<file path="config.mk">
export PLATFORM = sky130hd
export DESIGN_NAME = rps_top
export DESIGN_NICKNAME = d
export VERILOG_FILES = /design/src/rtl/rps_pkg.sv /design/src/rtl/rps_step.sv /design/src/rtl/rps_search.sv /design/src/rtl/rps_notify.sv /design/src/rtl/rps_top.sv
export SDC_FILE = /design/constraint.sdc
export NUM_CORES = 1
export LEC_CHECK = 0
export CAP_MARGIN = 20
export CELL_PAD_IN_SITES_DETAIL_PLACEMENT = 2
export CELL_PAD_IN_SITES_GLOBAL_PLACEMENT = 2
export CORE_MARGIN = 2
export CORE_UTILIZATION = 39
export DETAILED_ROUTE_END_ITERATION = 7
export DONT_BUFFER_PORTS = 1
export GPL_TIMING_DRIVEN = 0
export PLACE_DENSITY_LB_ADDON = 0.15
export SYNTH_ARGS = -nofsm -noshare
export SYNTH_HDL_FRONTEND = slang
export SYNTH_SLANG_ARGS = --single-unit
</file>
<file path="constraint.sdc">
create_clock -name clk -period 9.05 [get_ports clk]
set_input_delay 0 -clock clk [delete_from_list [all_inputs] [get_ports clk]]
set_output_delay 0 -clock clk [all_outputs]
set_load 0.05 [all_outputs]
</file>
<file path="src/rtl/rps_pkg.sv">
package rps_pkg;
  // Outcome of one cycle of the selector, registered in the top module.
  typedef enum logic [1:0] {
    RPS_IDLE  = 2'd0,
    RPS_HIT   = 2'd1,
    RPS_FAULT = 2'd2
  } rps_res_e;
endpackage

</file>
<file path="src/rtl/rps_step.sv">
// One step of the unrolled candidate walk: try the highest sequence bit.
module rps_step #(
  parameter int            W    = 4,
  parameter logic [W-1:0]  FULL = '1
) (
  input  logic [W-1:0] seq_i,
  input  logic [W-1:0] rem_i,
  input  logic [W-1:0] ready_i,
  input  logic         found_i,
  input  logic [W-1:0] pick_i,
  output logic [W-1:0] seq_o,
  output logic [W-1:0] rem_o,
  output logic         found_o,
  output logic [W-1:0] pick_o
);
  logic [W-1:0] cand;

  always_comb begin
    cand = '0;
    for (int b = 0; b < W; b++) begin
      if (seq_i[b]) begin
        cand    = '0;
        cand[b] = 1'b1;
      end
    end
  end

  always_comb begin
    seq_o   = seq_i;
    rem_o   = rem_i;
    found_o = found_i;
    pick_o  = pick_i;
    if (!found_i) begin
      if ((cand & ready_i) != '0) begin
        found_o = 1'b1;
        pick_o  = cand;
      end else begin
        seq_o = seq_i & ~cand;
        if (seq_o == '0) begin
          seq_o = FULL ^ rem_i;
          rem_o = '0;
        end
      end
    end
  end
endmodule

</file>
<file path="src/rtl/rps_search.sv">
// Chain of walk steps. Three passes over W bits cover two reloads.
module rps_search #(
  parameter int           W    = 4,
  parameter logic [W-1:0] FULL = '1
) (
  input  logic [W-1:0] seq_i,
  input  logic [W-1:0] rem_i,
  input  logic [W-1:0] ready_i,
  output logic [W-1:0] seq_o,
  output logic [W-1:0] rem_o,
  output logic         found_o,
  output logic [W-1:0] pick_o
);
  localparam int STEPS = 3 * W;

  logic [W-1:0] seq_c   [0:STEPS];
  logic [W-1:0] rem_c   [0:STEPS];
  logic [W-1:0] pick_c  [0:STEPS];
  logic         found_c [0:STEPS];

  assign seq_c[0]   = seq_i;
  assign rem_c[0]   = rem_i;
  assign pick_c[0]  = '0;
  assign found_c[0] = 1'b0;

  for (genvar s = 0; s < STEPS; s++) begin : g_step
    rps_step #(.W(W), .FULL(FULL)) u_step (
      .seq_i   (seq_c[s]),
      .rem_i   (rem_c[s]),
      .ready_i (ready_i),
      .found_i (found_c[s]),
      .pick_i  (pick_c[s]),
      .seq_o   (seq_c[s+1]),
      .rem_o   (rem_c[s+1]),
      .found_o (found_c[s+1]),
      .pick_o  (pick_c[s+1])
    );
  end

  assign seq_o   = seq_c[STEPS];
  assign rem_o   = rem_c[STEPS];
  assign found_o = found_c[STEPS];
  assign pick_o  = pick_c[STEPS];
endmodule

</file>
<file path="src/rtl/rps_notify.sv">
// Applies a consumed-unit report to the sequence and deferred set.
module rps_notify #(
  parameter int           W    = 4,
  parameter logic [W-1:0] FULL = '1
) (
  input  logic         used_vld,
  input  logic [W-1:0] used_mask,
  input  logic [W-1:0] seq_i,
  input  logic [W-1:0] rem_i,
  output logic [W-1:0] seq_o,
  output logic [W-1:0] rem_o
);
  always_comb begin
    seq_o = seq_i;
    rem_o = rem_i;
    if (used_vld) begin
      if (used_mask > seq_i) begin
        rem_o = rem_i | used_mask;
      end else begin
        seq_o = seq_i & ~used_mask;
        if (seq_o == '0) begin
          seq_o = FULL ^ rem_i;
          rem_o = '0;
        end
      end
    end
  end
endmodule

</file>
<file path="src/rtl/rps_top.sv">
module rps_top
  import rps_pkg::*;
#(
  parameter int         W          = 4,
  parameter bit         IS_GROUP   = 1'b0,
  parameter logic [W:0] GROUP_MASK = '1
) (
  input  logic         clk,
  input  logic         rst_n,
  input  logic         sel_req,
  input  logic [W-1:0] ready_mask,
  input  logic         used_vld,
  input  logic [W-1:0] used_mask,
  output logic         pick_vld,
  output logic [W-1:0] pick_mask,
  output logic         sel_err
);
  function automatic logic [W-1:0] group_members();
    logic [W:0] g;
    logic       done;
    g    = GROUP_MASK;
    done = 1'b0;
    for (int b = W; b >= 0; b--) begin
      if (!done && g[b]) begin
        g[b] = 1'b0;
        done = 1'b1;
      end
    end
    return g[W-1:0];
  endfunction

  localparam logic [W-1:0] MEMBERS = IS_GROUP ? group_members() : {W{1'b1}};

  logic [W-1:0] member_set;
  assign member_set = MEMBERS;

  // State registers
  logic [W-1:0] seq_q, seq_d;
  logic [W-1:0] rem_q, rem_d;
  rps_res_e     res_q, res_d;
  logic [W-1:0] pick_q, pick_d;
  logic         pick_en;

  // Walk
  logic [W-1:0] eff_ready;
  logic         sel_ok;
  logic [W-1:0] srch_seq, srch_rem, srch_pick;
  logic         srch_found;
  logic [W-1:0] mid_seq, mid_rem;

  assign eff_ready = ready_mask & MEMBERS;
  assign sel_ok    = sel_req && (eff_ready != '0);

  rps_search #(.W(W), .FULL(MEMBERS)) u_search (
    .seq_i   (seq_q),
    .rem_i   (rem_q),
    .ready_i (eff_ready),
    .seq_o   (srch_seq),
    .rem_o   (srch_rem),
    .found_o (srch_found),
    .pick_o  (srch_pick)
  );

  // Request first, then the used report on the result.
  always_comb begin
    mid_seq = seq_q;
    mid_rem = rem_q;
    if (sel_ok) begin
      mid_seq = srch_seq;
      mid_rem = srch_rem;
    end
  end

  rps_notify #(.W(W), .FULL(MEMBERS)) u_notify (
    .used_vld  (used_vld),
    .used_mask (used_mask),
    .seq_i     (mid_seq),
    .rem_i     (mid_rem),
    .seq_o     (seq_d),
    .rem_o     (rem_d)
  );

  always_comb begin
    res_d   = RPS_IDLE;
    pick_d  = srch_pick;
    pick_en = 1'b0;
    if (sel_req) begin
      if (sel_ok && srch_found) begin
        res_d   = RPS_HIT;
        pick_en = 1'b1;
      end else begin
        res_d = RPS_FAULT;
      end
    end
  end

  always_ff @(posedge clk or negedge rst_n) begin
    if (!rst_n) begin
      seq_q  <= MEMBERS;
      rem_q  <= '0;
      res_q  <= RPS_IDLE;
      pick_q <= '0;
    end else begin
      seq_q <= seq_d;
      rem_q <= rem_d;
      res_q <= res_d;
      if (pick_en) begin
        pick_q <= pick_d;
      end
    end
  end

  assign pick_vld  = (res_q == RPS_HIT);
  assign sel_err   = (res_q == RPS_FAULT);
  assign pick_mask = pick_q;
endmodule

</file>
==> out/results.tsv, run 1 <==
stage	metric	value	unit
status	status	finished, final reports clean	
placement	Port Buf Inserts	0	
critical_path	CP startpoint	seq_q[0]	
grt	GRT overflow	0	
final_layout	Antenna Cells	0	
job	# Max-Cap Violations	0	
timing	Slew headroom	37.40	%
floorplan	Initial Util	40.47	%
timing	Fin. Hold Viols	0	
timing	minimum clock period	8.857	ns
drt	post-route ant nets	0	
worst_hold_path	Hold Crit Class	input port to register	
synthesis	Cells after Synth	387	
timing	post-route setup slack	0.1926	ns
critical_path	critical path's slowest cell	or4_1	
worst_hold_path	min-delay src	used_mask[0]	
placement	hpwl dp	8.789	mm
floorplan	row count	31	
timing	final period utilization	97.87	%
placement	routability congestion estimate	0.8237	
critical_path	Worst setup SP type	register	
synthesis	Seq/Total Area, Yosys	12.11	%
drt	initial drt markers	158	
synthesis	synth warn	0	
synthesis	post-synthesis register bit count	14	
synthesis	Synth area leaders	dfrtp_1, nand2_1, nor2_1	
drt	detailed-route DRC error count	0	
critical_path	Bufs and invs on worst path	8	
clock_tree	htree depth	1	
drt	vias per std cell	6.832	
clock_tree	TritonCTS Buffers	3	
critical_path	worst r2r src	seq_q[0]	
floorplan	full die area	8236	um^2
clock_tree	CTS tree	built	
final_layout	Layout fillers	826	
critical_path	kind of end point of the critical path	register	
synthesis	Post-synth top cells	nand2_1, nor2_1, a21oi_1	
floorplan	Die Y	90.76	um
timing	endpoints failing setup	0	
final_layout	layout cells sized above 1	27.38	%
floorplan	Top Ports	18	
drt	routed vias	3546	
synthesis	Yosys top cell area share	8.525	%
critical_path	max incr delay on CP	0.57	ns
synthesis	Syn Nets	406	
timing	count of pins over their slew limit	0	
grt	largest net degree at the start of global routing	15	
final_layout	P&R area growth vs syn	21.18	%
clock_tree	clk slew on worst S/H paths	0.07	ns
drt	DR WL/cell	25.71	um
grt	global-route usage over all layers	28.71	%
floorplan	core area	7253	um^2
drt	TritonRoute pass-1 iters	5	
clock_tree	clock sink count	14	
critical_path	delay-heaviest family, CP	compound AO/OA/AOI/OAI gates	
critical_path	most frequent CP cell	o21a_1	
timing	Setup Skew	0.008735	ns
synthesis	number of flops mapped to enable cells by yosys	0	
timing	fmax	112.9	MHz
timing	Worst-Margin Slew	0.9370	ns
placement	worst slack at placement	-0.1541	ns
clock_tree	clk root buf	clkbuf_8	
critical_path	Arr. time, crit path	9.00	ns
final_layout	Nets	440	
floorplan	die width	90.76	um
critical_path	worst-path fanout max	10	
grt	antenna violations before repair	0	
synthesis	Async S/R FF share, synth	100.0	%
synthesis	post-synth top area cell	dfrtp_1	
synthesis	Main synth FF type	dfrtp_1	
clock_tree	clock buffer depth	2	
grt	first-pass GRT wire length	19.60	mm
synthesis	post-synthesis cell type count	87	
clock_tree	clock latency on the worst-skew pair	0.26	ns
synthesis	Avg Cell Area, Syn	7.585	um^2
critical_path	Worst Path Required	9.20	ns
synthesis	count leader, synth	nand2_1	
drt	DRT Wirelength	13.34	mm
synthesis	Post-Syn Area	2935	um^2
critical_path	Setup Crit Path Kind	register to register	
grt	vias in the first global route	3646	
==> routing by layer <==
layer,vias to the layer above,track usage (%),part of all wire (%)
met5,-,0,0
met4,0,6.154,2.4
li1,1592,-,-
met2,102,51.43,52
met3,27,1.503,3.1
met1,1825,37.90,43
==> layout make-up <==
cell class | instances | area (um^2) | area share [%]
clock buffers | 4 | 55.05 | 1.548
well taps | 99 | 123.9 | 3.482
flip-flops and latches | 14 | 355.3 | 9.989
multi-input cells | 345 | 2648 | 74.43
repair buffers | 29 | 232.7 | 6.542
plain buffers | 16 | 97.59 | 2.744
inverters | 12 | 45.04 | 1.266
==> placed cells by master (no fill, tap or decap), types with 8 or more instances in the layout <==
| cell type | instances |
|---|---|
| a21oi_1 | 22 |
| a31oi_1 | 9 |
| buf_4 | 23 |
| dfrtp_1 | 10 |
| inv_1 | 11 |
| nand2_1 | 47 |
| nand3_1 | 8 |
| nor2_1 | 28 |
| o21a_1 | 11 |
| o21ai_0 | 18 |
==> metrics by stage <==
| step | TNS, ns | std cells | utilization [%] | instance area (um^2) | hold WS, ns |
|---|---|---|---|---|---|
| global route | -0.6997 | 519 | 49.04 | 3557 | 0.04437 |
| global placement | 0 | 486 | 42.18 | 3059 | -0.2953 |
| detailed placement | -0.5050 | 486 | 42.18 | 3059 | -0.2954 |
| floorplan | 0 | 387 | - | 2935 | -0.2956 |
| finish | 0 | 519 | 49.04 | 3557 | 0.03543 |
| CTS | 0 | 499 | 44.37 | 3218 | 0.02365 |
==> cell families (layout without fill, tap and decap cells) <==
logic type | after synthesis | after routing | synth area share [%]
AO/OA/AOI/OAI | 182 | 182 | 50.13
AND/OR/NAND/NOR | 142 | 142 | 24.94
flip-flops | 14 | 14 | 12.11
multiplexers | 10 | 10 | 3.708
adder cells (fa/ha/maj) | 11 | 11 | 4.433
buffers and inverters | 28 | 61 | 4.689
==> final timing paths <==
check | end | slack [ns] | cells after the start
min in group asynchronous | rem_q[2] | 0.21 | 1
min reg2reg | rem_q[2] | 0.78 | 2
min | rem_q[0] | 0.04 | 2
max in group asynchronous | rem_q[3] | 8.41 | 1
max | seq_q[2] | 0.19 | 35
max reg2reg | seq_q[2] | 0.19 | 35
==> sequential cells by signal (all words and copies together) (netlist names) <==
| register | count |
|---|---|
| pick_mask | 4 |
| res_q | 2 |
| rem_q | 4 |
| seq_q | 4 |
==> repair_timing <==
action / CTS / global route
setup buffers: 3 / 20
pin swaps: 1 / 18
endpoints found under the hold margin: 19 / 0
resized for setup: 4 / 41
setup endpoints to repair: 7 / 8
hold buffers: 6 / 0
Power of run 1 is left out: the tool's default activity adds up to more than one toggle a clock period on the data nets, which glitch-free logic cannot reach.
==> run 2, diff against run 1 <==
--- a/config.mk
+++ b/config.mk
@@ -9,7 +9,7 @@
 export CELL_PAD_IN_SITES_DETAIL_PLACEMENT = 2
 export CELL_PAD_IN_SITES_GLOBAL_PLACEMENT = 2
 export CORE_MARGIN = 2
-export CORE_UTILIZATION = 39
+export CORE_UTILIZATION = 42
 export DETAILED_ROUTE_END_ITERATION = 7
 export DONT_BUFFER_PORTS = 1
 export GPL_TIMING_DRIVEN = 0
==> constraint.sdc (replaced) <==
create_clock -name clk -period 11.29 [get_ports clk]
set_input_delay 0 -clock clk [delete_from_list [all_inputs] [get_ports clk]]
set_output_delay 0 -clock clk [all_outputs]
set_load 0.05 [all_outputs]
==> run 2 against run 1 <==
Against the previous run: utilization fell by 2.5 points; global-route usage rose by 3.4 points; sequential share of layout area rose by 1.3 points; clock skew fell by 0.0050 ns; final cell count fell by 5.0%; clock-buffer cell count did not move; first-iteration DRC count fell by 23%; die area fell by 6.8%; worst hold slack got worse by 0.022 ns; largest cell class unchanged; maximum frequency fell by 5.7%; non-clock buffer count fell by 23; register-to-register slack improved by 1.7 ns.
==> out/results.tsv, run 2 (synthesis gave the netlist of run 1 again) <==
stage	metric	value	unit	change
clock_tree	clock buffer depth	2		unchanged
final_layout	most common cell after layout, fill and taps aside	nand2_1		unchanged
floorplan	core area	6794	um^2	was 7253 um^2
timing	Slew headroom	35.36	%	was 37.40%
critical_path	max incr delay on CP	0.58	ns	was 0.57 ns
clock_tree	clock latency on the worst-skew pair	0.25	ns	was 0.26 ns
clock_tree	clk root buf	clkbuf_8		unchanged
drt	routed wl met2	5.869	mm	was 6.891 mm
drt	post-route ant nets	0		unchanged
drt	Metal-1 WL	5.081	mm	was 5.718 mm
worst_hold_path	Hold Crit Class	input port to register		unchanged
final_layout	Final Instance Area	3161	um^2	was 3557 um^2
timing	RSZ-0062 raised after global routing	no		
critical_path	Bufs and invs on worst path	4		was 8
status	status	finished, final reports clean		unchanged
clock_tree	Setup Fix Bufs, Post-CTS	0		was 3
critical_path	Worst Path Required	11.46	ns	was 9.20 ns
grt	GRT overflow	0		unchanged
grt	global-route usage over all layers	32.11	%	was 28.71%
critical_path	Setup Crit Path Kind	register to register		unchanged
critical_path	Arr. time, crit path	9.56	ns	was 9.00 ns
final_layout	layout cells sized above 1	15.62	%	was 27.38%
drt	detailed-route DRC error count	0		unchanged
placement	hpwl dp	8.918	mm	was 8.789 mm
floorplan	Die Y	87.60	um	was 90.76 um
drt	DR WL/cell	23.44	um	was 25.71 um
clock_tree	htree depth	1		unchanged
timing	endpoints failing setup	0		unchanged
grt	first-pass GRT wire length	19.25	mm	was 19.60 mm
timing	minimum clock period	9.392	ns	was 8.857 ns
clock_tree	clk slew on worst S/H paths	0.06	ns	was 0.07 ns
timing	hold slack	0.01368	ns	was 0.03543 ns
clock_tree	clock sink count	14		unchanged
timing	final period utilization	83.19	%	was 97.87%
final_layout	Antenna Cells	0		unchanged
clock_tree	TritonCTS Buffers	3		unchanged
floorplan	row count	30		was 31
final_layout	Nets	417		was 440
drt	routed vias	3282		was 3546
critical_path	worst-path fanout max	10		unchanged
grt	largest net degree at the start of global routing	15		unchanged
critical_path	kind of end point of the critical path	register		unchanged
timing	Fin. Hold Viols	0		unchanged
floorplan	Top Ports	18		unchanged
drt	vias per std cell	6.657		was 6.832
critical_path	delay-heaviest family, CP	compound AO/OA/AOI/OAI gates		unchanged
timing	Setup Skew	0.003747	ns	was 0.008735 ns
critical_path	critical path's slowest cell	nor3_1		was or4_1
drt	met3 WL	346	um	was 416 um
clock_tree	cts hold-fix bufs	6		unchanged
drt	initial drt markers	122		was 158
placement	Placement Cell Area	3055	um^2	was 3059 um^2
floorplan	Initial Util	43.20	%	was 40.47%
timing	Worst-Margin Slew	0.9676	ns	was 0.9370 ns
grt	antenna violations before repair	0		unchanged
floorplan	full die area	7674	um^2	was 8236 um^2
clock_tree	CTS tree	built		unchanged
critical_path	Worst setup SP type	register		unchanged
timing	fmax	106.5	MHz	was 112.9 MHz
drt	DRT Wirelength	11.56	mm	was 13.34 mm
clock_tree	post-cts sizing count	0		was 4
placement	routability congestion estimate	0.8279		was 0.8237
grt	vias in the first global route	3601		was 3646
placement	Port Buf Inserts	0		unchanged
drt	highest routed layer	met4		unchanged
placement	worst slack at placement	1.990	ns	was -0.1541 ns
job	# Max-Cap Violations	0		unchanged
final_layout	P&R area growth vs syn	7.673	%	was 21.18%
timing	post-route setup slack	1.898	ns	was 0.1926 ns
timing	Sum Neg Setup Slack	0	ns	unchanged
drt	TritonRoute pass-1 iters	4		was 5
floorplan	die width	87.60	um	was 90.76 um
final_layout	commonest non-fill, non-tap cells in the layout	nand2_1, nor2_1, a21oi_1		was nand2_1, nor2_1, buf_4
timing	count of pins over their slew limit	0		unchanged
-- run 2: routing by layer --
layer | vias to the layer above | track usage (%)
li1 | 1542 | -
met1 | 1661 | 39.65
met2 | 63 | 58.26
met3 | 16 | 2.545
met4 | 0 | 11.33
met5 | - | 0
-- run 2: path summary, 6_finish.rpt --
| path | start | cells after the start | slack, ns | end |
|---|---|---|---|---|
| worst max-delay path | seq_q[0] | 32 | 1.90 | seq_q[1] |
| worst min-delay path | used_mask[0] | 2 | 0.01 | rem_q[0] |
| worst max register to register | seq_q[0] | 32 | 1.90 | seq_q[1] |
| worst min register to register | rem_q[0] | 2 | 0.78 | rem_q[0] |
| max in group asynchronous | rst_n | 1 | 10.68 | rem_q[1] |
| min in group asynchronous | rst_n | 1 | 0.20 | rem_q[0] |
-- run 2: cell type report --
cell class | instances | area (um^2)
plain buffers | 16 | 92.59
clock buffers | 4 | 45.04
fillers | 786 | 3633
inverters | 12 | 45.04
multi-input cells | 345 | 2442
flip-flops and latches | 14 | 355.3
well taps | 96 | 120.1
repair buffers | 6 | 60.06
-- run 2: through the flow --
stage / instances / util, %
after global routing: 493 / 46.52
after CTS: 493 / 46.52
after floorplan: 387 / -
after global placement: 483 / 44.97
after detailed placement: 483 / 44.97
final: 493 / 46.52
Power of run 2 is left out for the same reason.
==> run 3, diff against run 2 <==
--- a/config.mk
+++ b/config.mk
@@ -9,7 +9,7 @@
 export CELL_PAD_IN_SITES_DETAIL_PLACEMENT = 2
 export CELL_PAD_IN_SITES_GLOBAL_PLACEMENT = 2
 export CORE_MARGIN = 2
-export CORE_UTILIZATION = 42
+export CORE_UTILIZATION = 39
 export DETAILED_ROUTE_END_ITERATION = 7
 export DONT_BUFFER_PORTS = 1
 export GPL_TIMING_DRIVEN = 0
==> constraint.sdc (replaced) <==
create_clock -name clk -period 9.7 [get_ports clk]
set_input_delay 0 -clock clk [delete_from_list [all_inputs] [get_ports clk]]
set_output_delay 0 -clock clk [all_outputs]
set_load 0.05 [all_outputs]
==> run 3 against run 2 <==
Against the previous run: wire length decreased by 0.80%; register-to-register slack got worse by 1.3 ns; sequential cell count unchanged; first-iteration DRC count increased by 6.6%; via count increased by 0.94%; largest cell class unchanged.
==> out/results.tsv, run 3 (synthesis gave the netlist of run 1 again) <==
stage	metric	value	unit	change
timing	minimum clock period	9.113	ns	was 9.392 ns
drt	detailed-route DRC error count	0		unchanged
clock_tree	clk slew on worst S/H paths	0.07	ns	was 0.06 ns
critical_path	worst reg2reg path endpoint	seq_q[1]		unchanged
clock_tree	TritonCTS Buffers	3		unchanged
critical_path	kind of end point of the critical path	register		unchanged
critical_path	critical path's slowest cell	dfstp_2		was nor3_1
worst_hold_path	Hold Crit Class	input port to register		unchanged
clock_tree	clk root buf	clkbuf_8		unchanged
timing	final period utilization	93.95	%	was 83.19%
grt	first-pass GRT wire length	19.34	mm	was 19.25 mm
grt	global-route usage over all layers	28.30	%	was 32.11%
worst_hold_path	WHS Endpoint	pick_mask[0]		was rem_q[0]
timing	fmax	109.7	MHz	was 106.5 MHz
timing	Slew headroom	37.26	%	was 35.36%
timing	endpoints failing setup	0		unchanged
critical_path	Reg2Reg Setup Slack	0.59	ns	was 1.90 ns
timing	Setup Skew	0.007692	ns	was 0.003747 ns
timing	count of pins over their slew limit	0		unchanged
critical_path	worst r2r path cells	32		unchanged
status	status	finished, final reports clean		unchanged
worst_hold_path	min-delay src	sel_req		was used_mask[0]
drt	post-route ant nets	0		unchanged
critical_path	Worst setup SP type	register		unchanged
drt	DRT Wirelength	11.47	mm	was 11.56 mm
final_layout	P&R area growth vs syn	10.74	%	was 7.673%
floorplan	row count	31		was 30
drt	TritonRoute pass-1 iters	4		unchanged
floorplan	Initial Util	40.47	%	was 43.20%
final_layout	Antenna Cells	0		unchanged
final_layout	most common cell after layout, fill and taps aside	nand2_1		unchanged
drt	routed vias	3313		was 3282
placement	routability congestion estimate	0.8237		was 0.8279
grt	GRT overflow	0		unchanged
clock_tree	clock latency on the worst-skew pair	0.26	ns	was 0.25 ns
critical_path	max incr delay on CP	0.60	ns	was 0.58 ns
floorplan	core area	7253	um^2	was 6794 um^2
placement	hpwl dp	8.789	mm	was 8.918 mm
worst_hold_path	Hold Path Depth	3		was 2
floorplan	Top Ports	18		unchanged
grt	vias in the first global route	3580		was 3601
timing	Fin. Hold Viols	0		unchanged
clock_tree	htree depth	1		unchanged
grt	antenna violations before repair	0		unchanged
drt	DR WL/cell	22.93	um	was 23.44 um
critical_path	worst r2r src	seq_q[3]		was seq_q[0]
drt	initial drt markers	130		was 122
final_layout	Layout fillers	871		was 786
floorplan	Die Y	90.76	um	was 87.60 um
floorplan	die width	90.76	um	was 87.60 um
timing	Worst-Margin Slew	0.9391	ns	was 0.9676 ns
critical_path	Setup Crit Path Kind	register to register		unchanged
critical_path	Arr. time, crit path	9.28	ns	was 9.56 ns
job	# Max-Cap Violations	0		unchanged
final_layout	Nets	421		was 417
timing	hold slack	0.02329	ns	was 0.01368 ns
critical_path	Worst Path Required	9.87	ns	was 11.46 ns
clock_tree	clock buffer depth	2		unchanged
drt	vias per std cell	6.626		was 6.657
placement	Port Buf Inserts	0		unchanged
final_layout	commonest non-fill, non-tap cells in the layout	nand2_1, nor2_1, a21oi_1		unchanged
critical_path	worst-path fanout max	10		unchanged
floorplan	full die area	8236	um^2	was 7674 um^2
clock_tree	CTS tree	built		unchanged
grt	largest net degree at the start of global routing	15		unchanged
final_layout	layout cells sized above 1	17.96	%	was 15.62%
clock_tree	clock sink count	14		unchanged
==> run 3: worst max-delay path by stage <==
stage	from	end	cells past startpoint
3_3_place_gp	seq_q[0]	seq_q[1]	32
3_5_place_dp	seq_q[0]	seq_q[1]	32
4_1_cts	seq_q[0]	seq_q[1]	32
5_1_grt	seq_q[1]	seq_q[0]	32
2_1_floorplan	seq_q[0]	seq_q[0]	33
6_report	seq_q[3]	seq_q[1]	32
==> run 3: cell type report <==
| cell class | count | area (um^2) | area share (%) |
|---|---|---|---|
| Sequential cell | 14 | 355.3 | 10.93 |
| Clock buffer | 4 | 55.05 | 1.694 |
| Timing Repair Buffer | 10 | 90.09 | 2.771 |
| Multi-Input combinational cell | 345 | 2489 | 76.56 |
| Tap cell | 99 | 123.9 | 3.811 |
| Buffer | 16 | 92.59 | 2.848 |
| Inverter | 12 | 45.04 | 1.386 |
==> run 3: worst max-delay path: cells and delay by family (launching register included) <==
| family | cells | cell delay [ns] |
|---|---|---|
| compound gates | 17 | 4.56 |
| simple gates | 7 | 1.75 |
| buf+inv | 5 | 1.02 |
| mux | 2 | 0.77 |
| flops | 1 | 0.60 |
| fa+ha+maj | 1 | 0.30 |
==> run 3: repair_timing <==
item	CTS	global route
hold endpoints to repair	19	0
hold buffers	6	0
endpoints found under the setup margin	0	8
setup buffers	0	4
resized for setup	0	7
==> run 3: per-layer routing <==
layer  wire, um  track usage [%]  up-vias  share of wire, %
li1           -                -     1552                 -
met1       5221            37.95     1682                46
met2       5783            50.19       62                50
met3        273            1.336       17               2.4
met4        187            5.897        0               1.6
met5          0                0        -                 0
==> run 3: through the flow <==
step / setup TNS (ns) / util [%] / worst slack, ns / cells / cell area, um^2
2_1_floorplan: 0 / - / 2.080 / 387 / 2935
3_3_place_gp: 0 / 42.18 / 0.8061 / 486 / 3059
3_5_place_dp: 0 / 42.18 / 0.4959 / 486 / 3059
4_1_cts: 0 / 43.76 / 0.4045 / 496 / 3174
5_1_grt: -0.02023 / 44.82 / -0.01179 / 500 / 3251
6_report: 0 / 44.82 / 0.5872 / 500 / 3251
Power of run 3 is left out for the same reason.
